--- config.mk ---
export PLATFORM = sky130hd
export DESIGN_NAME = nmea_clock_display
export DESIGN_NICKNAME = d
export VERILOG_FILES = /design/src/rtl/nmea_pkg.sv /design/src/rtl/nmea_framer.sv /design/src/rtl/nmea_fields.sv /design/src/rtl/nmea_display.sv /design/src/rtl/nmea_clock_display.sv
export SDC_FILE = /design/constraint.sdc
export NUM_CORES = 1
export LEC_CHECK = 0
export ABC_AREA = 1
export BUFFER_PORTS_ARGS = -buffer_cell sky130_fd_sc_hd__buf_2
export CAP_MARGIN = 10
export CORE_MARGIN = 3
export CORE_UTILIZATION = 25
export DETAILED_ROUTE_END_ITERATION = 12
export PLACE_DENSITY_LB_ADDON = 0.3
export REMOVE_ABC_BUFFERS = 1
export SETUP_SLACK_MARGIN = 0.02
export SYNTH_ARGS = -nofsm -noshare
export SYNTH_HDL_FRONTEND = slang
export SYNTH_HIERARCHICAL = 1
export SYNTH_SLANG_ARGS = --single-unit
--- constraint.sdc ---
create_clock -name clk -period 2.95 [get_ports clk]
set_clock_uncertainty 0.2 [all_clocks]
set_input_delay 0.295 -clock clk [delete_from_list [all_inputs] [get_ports clk]]
set_output_delay 0.295 -clock clk [all_outputs]
set_load 0.1 [all_outputs]
--- src/rtl/nmea_pkg.sv ---
package nmea_pkg;

  localparam int NDIG  = 6;
  localparam int SEG_W = 7;

  typedef logic [3:0] bcd_t;
  typedef logic [NDIG-1:0][3:0] digits_t;

  typedef enum logic [1:0] {
    PH_IDLE  = 2'd0,
    PH_BODY  = 2'd1,
    PH_CK_HI = 2'd2,
    PH_CK_LO = 2'd3
  } phase_t;

  localparam logic [7:0] CH_DOLLAR = 8'h24;
  localparam logic [7:0] CH_STAR   = 8'h2A;
  localparam logic [7:0] CH_COMMA  = 8'h2C;
  localparam logic [SEG_W-1:0] SEG_BLANK = 7'h7F;

  function automatic logic is_dec(input logic [7:0] c);
    return (c >= 8'h30) && (c <= 8'h39);
  endfunction

  function automatic logic is_hex(input logic [7:0] c);
    return is_dec(c) || ((c >= 8'h41) && (c <= 8'h46)) || ((c >= 8'h61) && (c <= 8'h66));
  endfunction

  function automatic logic [3:0] hex_val(input logic [7:0] c);
    logic [7:0] v;
    if (is_dec(c))        v = c - 8'h30;
    else if (c >= 8'h61)  v = c - 8'h57;
    else                  v = c - 8'h37;
    return v[3:0];
  endfunction

  // active-low, bit order {g,f,e,d,c,b,a}
  function automatic logic [SEG_W-1:0] seg_encode(input bcd_t d);
    logic [SEG_W-1:0] on;
    case (d)
      4'd0: on = 7'h3F;
      4'd1: on = 7'h06;
      4'd2: on = 7'h5B;
      4'd3: on = 7'h4F;
      4'd4: on = 7'h66;
      4'd5: on = 7'h6D;
      4'd6: on = 7'h7D;
      4'd7: on = 7'h07;
      4'd8: on = 7'h7F;
      4'd9: on = 7'h6F;
      default: on = 7'h00;
    endcase
    return ~on;
  endfunction

endpackage

--- src/rtl/nmea_framer.sv ---
module nmea_framer
  import nmea_pkg::*;
#(
  parameter int MAX_LEN = 82,
  localparam int CNT_W = $clog2(MAX_LEN + 1)
) (
  input  logic             clk,
  input  logic             rst_n,
  input  logic             rx_valid,
  input  logic [7:0]       rx_byte,
  output phase_t           phase_q,
  output logic [CNT_W-1:0] cnt_q,
  output logic             evt_start,
  output logic             evt_body,
  output logic             evt_star,
  output logic             evt_sum_ok,
  output logic             evt_drop
);

  phase_t           phase_d;
  logic [CNT_W-1:0] cnt_d;
  logic [7:0]       sum_q, sum_d;
  logic [3:0]       hi_q, hi_d;
  logic             at_limit;

  assign at_limit = (cnt_q == CNT_W'(MAX_LEN));

  always_comb begin
    phase_d    = phase_q;
    cnt_d      = cnt_q;
    sum_d      = sum_q;
    hi_d       = hi_q;
    evt_start  = 1'b0;
    evt_body   = 1'b0;
    evt_star   = 1'b0;
    evt_sum_ok = 1'b0;
    evt_drop   = 1'b0;
    if (rx_valid) begin
      if (rx_byte == CH_DOLLAR) begin
        evt_start = 1'b1;
        phase_d   = PH_BODY;
        cnt_d     = CNT_W'(1);
        sum_d     = 8'h00;
      end else if ((phase_q != PH_IDLE) && at_limit) begin
        evt_drop = 1'b1;
        phase_d  = PH_IDLE;
      end else begin
        case (phase_q)
          PH_BODY: begin
            cnt_d = cnt_q + CNT_W'(1);
            if (rx_byte == CH_STAR) begin
              evt_star = 1'b1;
              phase_d  = PH_CK_HI;
            end else begin
              evt_body = 1'b1;
              sum_d    = sum_q ^ rx_byte;
            end
          end
          PH_CK_HI: begin
            cnt_d = cnt_q + CNT_W'(1);
            if (is_hex(rx_byte)) begin
              hi_d    = hex_val(rx_byte);
              phase_d = PH_CK_LO;
            end else begin
              evt_drop = 1'b1;
              phase_d  = PH_IDLE;
            end
          end
          PH_CK_LO: begin
            cnt_d   = cnt_q + CNT_W'(1);
            phase_d = PH_IDLE;
            evt_sum_ok = is_hex(rx_byte) && ({hi_q, hex_val(rx_byte)} == sum_q);
          end
          default: ;
        endcase
      end
    end
  end

  always_ff @(posedge clk) begin
    if (!rst_n) begin
      phase_q <= PH_IDLE;
      cnt_q   <= '0;
      sum_q   <= 8'h00;
      hi_q    <= 4'h0;
    end else begin
      phase_q <= phase_d;
      cnt_q   <= cnt_d;
      sum_q   <= sum_d;
      hi_q    <= hi_d;
    end
  end

endmodule

--- src/rtl/nmea_fields.sv ---
module nmea_fields
  import nmea_pkg::*;
#(
  parameter int TIME_FIELD = 1,
  parameter int DATE_FIELD = 9,
  parameter int FLD_W      = 5,
  parameter int POS_W      = 4
) (
  input  logic       clk,
  input  logic       rst_n,
  input  logic       evt_start,
  input  logic       evt_body,
  input  logic       evt_star,
  input  logic [7:0] rx_byte,
  output digits_t    time_stage,
  output digits_t    date_stage,
  output logic       sentence_ok
);

  logic [FLD_W-1:0] fld_q;
  logic [POS_W-1:0] pos_q;
  logic [23:0]      id_q;
  logic             fbad_q, rmc_q, time_ok_q, date_ok_q;
  logic             is_close, is_data, in_time, in_date, in_slot;

  assign is_close = evt_star || (evt_body && (rx_byte == CH_COMMA));
  assign is_data  = evt_body && (rx_byte != CH_COMMA);
  assign in_time  = (fld_q == FLD_W'(TIME_FIELD));
  assign in_date  = (fld_q == FLD_W'(DATE_FIELD));
  assign in_slot  = (pos_q < POS_W'(NDIG));

  assign sentence_ok = rmc_q && time_ok_q && date_ok_q;

  always_ff @(posedge clk) begin
    if (!rst_n) begin
      fld_q      <= '0;
      pos_q      <= '0;
      id_q       <= '0;
      fbad_q     <= 1'b0;
      rmc_q      <= 1'b0;
      time_ok_q  <= 1'b0;
      date_ok_q  <= 1'b0;
      time_stage <= '0;
      date_stage <= '0;
    end else if (evt_start) begin
      fld_q     <= '0;
      pos_q     <= '0;
      id_q      <= '0;
      fbad_q    <= 1'b0;
      rmc_q     <= 1'b0;
      time_ok_q <= 1'b0;
      date_ok_q <= 1'b0;
    end else if (is_close) begin
      if (fld_q == '0) rmc_q <= (id_q == "RMC");
      if (in_time) time_ok_q <= !fbad_q && (pos_q >= POS_W'(NDIG));
      if (in_date) date_ok_q <= !fbad_q && (pos_q == POS_W'(NDIG));
      fbad_q <= 1'b0;
      pos_q  <= '0;
      if (fld_q != '1) fld_q <= fld_q + FLD_W'(1);
    end else if (is_data) begin
      if (pos_q != '1) pos_q <= pos_q + POS_W'(1);
      if (fld_q == '0) id_q <= {id_q[15:0], rx_byte};
      if ((in_time || in_date) && in_slot) begin
        if (!is_dec(rx_byte)) begin
          fbad_q <= 1'b1;
        end else begin
          for (int i = 0; i < NDIG; i++) begin
            if (pos_q == POS_W'(i)) begin
              if (in_time) time_stage[i] <= rx_byte[3:0];
              else         date_stage[i] <= rx_byte[3:0];
            end
          end
        end
      end
    end
  end

endmodule

--- src/rtl/nmea_display.sv ---
module nmea_display
  import nmea_pkg::*;
(
  input  logic                  clk,
  input  logic                  rst_n,
  input  logic                  evt_commit,
  input  digits_t               time_stage,
  input  digits_t               date_stage,
  input  logic                  show_date,
  output digits_t               time_q,
  output digits_t               date_q,
  output logic                  disp_valid,
  output logic [NDIG*SEG_W-1:0] seg_n
);

  always_ff @(posedge clk) begin
    if (!rst_n) begin
      time_q     <= '0;
      date_q     <= '0;
      disp_valid <= 1'b0;
    end else if (evt_commit) begin
      time_q     <= time_stage;
      date_q     <= date_stage;
      disp_valid <= 1'b1;
    end
  end

  for (genvar g = 0; g < NDIG; g++) begin : g_digit
    bcd_t pick;
    assign pick = show_date ? date_q[g] : time_q[g];
    assign seg_n[(NDIG-1-g)*SEG_W +: SEG_W] = disp_valid ? seg_encode(pick) : SEG_BLANK;
  end

endmodule

--- src/rtl/nmea_clock_display.sv ---
module nmea_clock_display
  import nmea_pkg::*;
#(
  parameter int MAX_LEN    = 82,
  parameter int TIME_FIELD = 1,
  parameter int DATE_FIELD = 9,
  localparam int CNT_W = $clog2(MAX_LEN + 1)
) (
  input  logic                  clk,
  input  logic                  rst_n,
  input  logic                  rx_valid,
  input  logic [7:0]            rx_byte,
  input  logic                  show_date,
  output logic [NDIG*SEG_W-1:0] seg_n,
  output logic                  disp_valid
);

  phase_t           phase_q;
  logic [CNT_W-1:0] cnt_q;
  logic             evt_start, evt_body, evt_star, evt_sum_ok, evt_drop;
  logic             sentence_ok, evt_commit;
  digits_t          time_stage, date_stage, time_q, date_q;

  nmea_framer #(.MAX_LEN(MAX_LEN)) u_framer (
    .clk        (clk),
    .rst_n      (rst_n),
    .rx_valid   (rx_valid),
    .rx_byte    (rx_byte),
    .phase_q    (phase_q),
    .cnt_q      (cnt_q),
    .evt_start  (evt_start),
    .evt_body   (evt_body),
    .evt_star   (evt_star),
    .evt_sum_ok (evt_sum_ok),
    .evt_drop   (evt_drop)
  );

  nmea_fields #(.TIME_FIELD(TIME_FIELD), .DATE_FIELD(DATE_FIELD)) u_fields (
    .clk         (clk),
    .rst_n       (rst_n),
    .evt_start   (evt_start),
    .evt_body    (evt_body),
    .evt_star    (evt_star),
    .rx_byte     (rx_byte),
    .time_stage  (time_stage),
    .date_stage  (date_stage),
    .sentence_ok (sentence_ok)
  );

  assign evt_commit = evt_sum_ok && sentence_ok;

  nmea_display u_display (
    .clk        (clk),
    .rst_n      (rst_n),
    .evt_commit (evt_commit),
    .time_stage (time_stage),
    .date_stage (date_stage),
    .show_date  (show_date),
    .time_q     (time_q),
    .date_q     (date_q),
    .disp_valid (disp_valid),
    .seg_n      (seg_n)
  );

endmodule

; After elaboration in Yosys (flattened, before gate mapping)
; Memories as Yosys holds them, arrays and structs flattened.
; Index checks and enable logic that the tools add are counted.
[op_classes]
add_sub_neg = 6
n_lt_le_gt_ge = 8
n_eq_ne = 23
mux = 46
bitwise = 14
reduce_logical = 50
[ops]
columns = cell, n
row1 = $reduce_and A7 Y1, 12
row2 = $mux W7, 9
row3 = $mux W4, 12
row4 = $not A7 Y7, 6
row5 = $mux W8, 4
row6 = $eq A24 B23 Y1 const B, 1
row7 = $eq A8 B6 Y1 const B, 3
row8 = $ge A8 B7 Y1 const B, 2
row9 = $le A8 B7 Y1 const B, 2
row10 = $mux W1, 16
row11 = $logic_and A1 B1 Y1, 13
row12 = $eq A4 B3 Y1 const B, 3
row13 = $reduce_and A3 Y1, 4
row14 = $reduce_and A2 Y1, 5
row15 = $eq A4 B2 Y1 const B, 2
row16 = $eq A8 B8 Y1, 1
row17 = $ge A8 B6 Y1 const B, 1
row18 = $le A8 B6 Y1 const B, 1
row19 = $mux W2, 4
row20 = $ne A8 B6 Y1 const B, 1
row21 = $sub A4 B3 Y4 const B, 2
row22 = $xor A8 B8 Y8, 1
row23 = $add A7 B1 Y7 const B, 1
row24 = $eq A7 B7 Y1 const B, 1
row25 = 26 further kinds, 40
[totals]
register_bits = 155
romBits = 672
input_bits = 12
out_inout_bits = 43
wordCells = 189
n_memories = 6
[memory_table]
columns = memory, words, width, read_ports, rd_clocked_by_memory_dff, wr, line_no
row1 = (name not given), 16, 7, 1, 0, 0, nmea_pkg.sv:40  ; case (d)
row2 = (name not given), 16, 7, 1, 0, 0, nmea_pkg.sv:40
row3 = (name not given), 16, 7, 1, 0, 0, nmea_pkg.sv:40
row4 = (name not given), 16, 7, 1, 0, 0, nmea_pkg.sv:40
row5 = (name not given), 16, 7, 1, 0, 0, nmea_pkg.sv:40
row6 = (name not given), 16, 7, 1, 0, 0, nmea_pkg.sv:40

; Logic depth before layout (Yosys ltp)
[depth]
word_depth = 14
mapped_depth = 16
mapped_depth_nobuf = 15

; Hierarchy
; The synthesis kept the hierarchy.
[modules_own_cells]
columns = mod, instances, cells_each, area_per_inst_um2, seq_area_each_um2
row1 = nmea_fields, 1, 556, 4121.5, 1701.6
row2 = nmea_display, 1, 518, 3353.2, 980.9
row3 = nmea_framer, 1, 278, 1665.3, 420.4
row4 = nmea_clock_display, 1, 2, 7.5, 0.0

; Least setup slack after synthesis
; Ideal clock, no wire load.
[synth_timing]
path_type = register to output
start = reg u_display.disp_valid
end = out seg_n[0]
arrival_time_ns = 2.381
required_time_ns = 2.455
slack_ns = 0.074
stages_incl_launch_ff = 4
n_path_buf = 2
path_cell_list = dfxtp_1 > clkbuf_1 > clkbuf_1 > nand3_1
[synth_via]
elab_chain_cells = 1
[synth_lines]
columns = element, line_no
row1 = start: declaration, nmea_display.sv:12  ; output logic disp_valid,
row2 = start signal: assignment, nmea_display.sv:20  ; disp_valid <= 1'b0;
row3 = start signal: assignment, nmea_display.sv:24  ; disp_valid <= 1'b1;
row4 = $mux W7, nmea_display.sv:31  ; assign seg_n[(NDIG-1-g)*SEG_W +: SEG_W] = disp_valid ? seg_encode(pick) : SEG_BLANK;
row5 = end: declaration, nmea_clock_display.sv:14  ; output logic [NDIG*SEG_W-1:0] seg_n,
; Every way passes these cells.

; Final worst setup path
[layout_timing]
start = in rx_byte[6]
end = reg u_fields/date_stage[3] (netlist bit)
[layout_via]
elab_chain_cells = 10
word_cells_on_any_way = 25
cone_classes = order compare: 2 / eq/ne: 4 / mux: 12 / bitwise: 2 / reduce/logical: 5
[layout_lines]
columns = element, line_no
row1 = start: declaration, nmea_clock_display.sv:12  ; input logic [7:0] rx_byte,
row2 = $eq A8 B6 Y1, nmea_framer.sv:51  ; if (rx_byte == CH_STAR) begin
row3 = $mux W1, nmea_framer.sv:51
row4 = $mux W1, nmea_framer.sv:48  ; case (phase_q)
row5 = $mux W1, nmea_framer.sv:44  ; end else if ((phase_q != PH_IDLE) && at_limit) begin
row6 = $mux W1 (*), nmea_framer.sv:39  ; if (rx_byte == CH_DOLLAR) begin
row7 = $mux W1 (*), nmea_framer.sv:38  ; if (rx_valid) begin
row8 = via evt_body, nmea_clock_display.sv:20  ; logic evt_start, evt_body, evt_star, evt_sum_ok, evt_drop;
row9 = $logic_and A1 B1 Y1, nmea_fields.sv:26  ; assign is_close = evt_star || (evt_body && (rx_byte == CH_COMMA));
row10 = $logic_or A1 B1 Y1, nmea_fields.sv:26
row11 = $not A1 Y1 (no source line), --
row12 = $reduce_and A7 Y1 (no source line) (*), --
row13 = end signal: indexed assignment, nmea_fields.sv:70  ; else date_stage[i] <= rx_byte[3:0];
row14 = end: declaration, nmea_fields.sv:16  ; output digits_t date_stage,
; Mark *: on every way through the listed nets, which the timed path passes. The rest lies on a longest branch.
; A chain may end at the register's enable or synchronous reset.

==> impl_metrics.py <==
metrics = {
    "setup_path": {
        "worstPathCellList": "dlygate4sd3_1 > buf_2 > nor2_1 > nand2_2 > nor2_8 > nor2_2 > nand2_1 > nor2_2 > buf_12 > nand4_4 > nor2_4 > nand3_1 > nand2_1 > nor2_1",
        "critPathLaunchType": "primary input",
        "crit_family": "simple AND/OR/NAND/NOR gates",
        "max_stage_delay_ps": 510,
        "critical_path_buf_inv_count": 3,
        "r2r_start": "u_framer/cnt_q[0]",
        "slowest_stage": "dlygate4sd3_1",
        "critical_path_required_ps": 3070,
        "reg2reg_depth": 13,
        "ff2ff_setup_slack_ps": 280,
        "reg2reg_to": "u_fields/date_stage[3]",
        "crit_fanout": 24,
        "crit_arrival_ps": 2810,
        "worst-setup-path-type": "primary input to flip-flop",
        "crit_path_end_kind": "flip-flop",
        "cp.depth": 14,
    },
    "routing": {
        "drt-total-wl_um": 22200,
        "drtIter0Drc": 433,
        "antenna_left": 0,
        "dr_total_vias": 8360,
        "avgRoutedWirePerCell_um": 11.9,
        "vias_per_cell": 4.47,
        "drc": 0,
        "dr.pass1.iters": 4,
    },
    "run_status": {
        "status": "completed",
    },
    "final_layout": {
        "fin_util": 0.307,
        "area_growth_pct": 20.5,
        "final_cell_area_um2": 11000,
        "stdcell_count": 1871,
        "finalNetCount": 1454,
        "insertedDiodeCount": 0,
        "drive_gt1_frac": 0.139,
    },
    "power_and_ir_drop": {
        "report.power.total_mw": 4.62,
        "ir_drop_mv": 0.317,
        "power_density_nw_per_um2": 420,
        "p_leak_nw": 4.79,
    },
    "floorplanning": {
        "core.rowCount": 69,
        "chipHeight_um": 197,
        "core-area_um2": 35800,
        "initial_core_util": 0.255,
        "dieArea_um2": 38900,
        "chipWidth_um": 197,
        "ioPinCount": 55,
    },
    "grt": {
        "grt_pass1_vias": 7880,
        "antenna_found_initial": 1,
        "grt_max_degree": 90,
        "grt_pass1_wl_um": 38000,
        "grt.overflow.total": 0,
        "gr-usage-all-layers": 0.117,
    },
    "placed_design": {
        "place_area_um2": 10400,
        "port_buffers": 54,
        "dp.cells": 1836,
        "place_congestion": 0.834,
        "dp_hpwl_um": 15800,
        "post-place-ws_ps": 37.6,
    },
    "clocking": {
        "clkLatencyLatePin_ps": 420,
        "cts_tree": "done",
        "clk_pin_slew_ps": 70,
        "cts_setup_buffers": 0,
        "cts_inserted_buffers": 17,
        "cts_max_level": 4,
        "cts.path.max_buffers": 2,
        "cts_sinks": 155,
        "clock-root-buffer": "clkbuf_16",
    },
    "sta": {
        "hold_ws_ps": 38.9,
        "finalHoldViolCount": 0,
        "finalWorstSetupSlack_ps": 261,
        "slew-limit-headroom": 0.594,
        "timing.setup.tns_ps": 0,
        "fin_crit_sh": 0.912,
        "drv_slew": 0,
        "finalCriticalPeriod_ps": 2690,
        "setup_viol_count_final": 0,
        "worst_pin_slew_ps": 608,
        "max_freq_mhz": 372,
        "rsz0062_at_grt": "no",
    },
    "min_path": {
        "hp-start": "rx_byte[5]",
        "hp-class": "primary input to flip-flop",
        "worstHoldEndpoint": "u_framer/sum_q[5]",
        "hold_depth": 3,
    },
    "yosys": {
        "yosysWarnings": 6,
        "synth.avg_cell_area_um2": 6.76,
        "netlist_instances": 1353,
        "syn_area_um2": 9140,
    },
    "job": {
        "cap_violations": 0,
    },
}
## flip-flops by register name (all words and copies together) (netlist names)
register and count:
u_fields/time_ok_q 1, u_display/time_q 24, u_framer/hi_q 4, u_fields/time_stage 24
u_display/disp_valid 1, u_fields/date_ok_q 1, u_framer/sum_q 8, u_fields/id_q 24
u_display/date_q 24, u_fields/fld_q 5, u_fields/pos_q 4, u_framer/phase_q 2
u_fields/rmc_q 1, u_framer/cnt_q 7, u_fields/date_stage 24, u_fields/fbad_q 1
## worst reg2reg max path, cell delays in order (launching register included)
cell	delay [ps]
dfxtp_1	400
inv_1	80
ha_1	210
nand4_1	90
nor2_1	80
nor2_2	150
nand2_1	120
nor2_2	190
buf_12	150
nand4_4	140
nor2_4	470
nand3_1	160
nand2_1	90
nor2_1	40
## final cells by class
type,instances,area [um2]
timing repair buffer,77,1020
clock inverter,13,144
fill,3831,24800
tap,461,577
inverter,170,646
multi-input combinational,976,5070
sequential,155,3100
clock buffer,19,453
## timing repair
action / in CTS / in global routing
gates resized for setup: 0 / 5
hold buffers: 3 / 0
setup endpoints to repair: 0 / 29
hold endpoints to repair: 3 / 0
## worst max path at each step
stage                from                      end  slack (ps)
2_1_floorplan  rx_byte[0]      u_display/date_q[0]        -630
3_3_place_gp   rx_byte[0]     u_display/time_q[10]          80
3_5_place_dp   rx_byte[0]  u_fields/time_stage[17]          40
4_1_cts        rx_byte[6]  u_fields/time_stage[16]         150
5_1_grt        rx_byte[6]      u_display/time_q[2]          50
6_report       rx_byte[6]   u_fields/date_stage[3]         260
## layer usage
| metal | global-route usage | share of wire | vias to the layer above |
|---|---|---|---|
| li1 | - | - | 4412 |
| met1 | 0.157 | 0.50 | 3804 |
| met2 | 0.192 | 0.46 | 114 |
| met3 | 0.0213 | 0.028 | 28 |
| met4 | 0.0330 | 0.016 | 2 |
| met5 | 0 | 0.00032 | - |
## power breakdown
group          internal (mW)  switching [mW]
Sequential              2.10         0.00284
Clock                   1.24           0.959
Combinational         0.0995           0.222
Total                   3.44            1.18
## cell usage in the layout (no fill, tap or decap), drive strengths merged, types with 6 or more instances in the layout
cell type and n:
nand2 334, nand3 189, nor2 182, inv 178
dfxtp 155, a21oi 112, o21ai 79, buf 74
ha 45, clkbuf 19, nand4 14, nand3b 7
xor2 6
No activity file was read; power rests on OpenSTA's default activity.
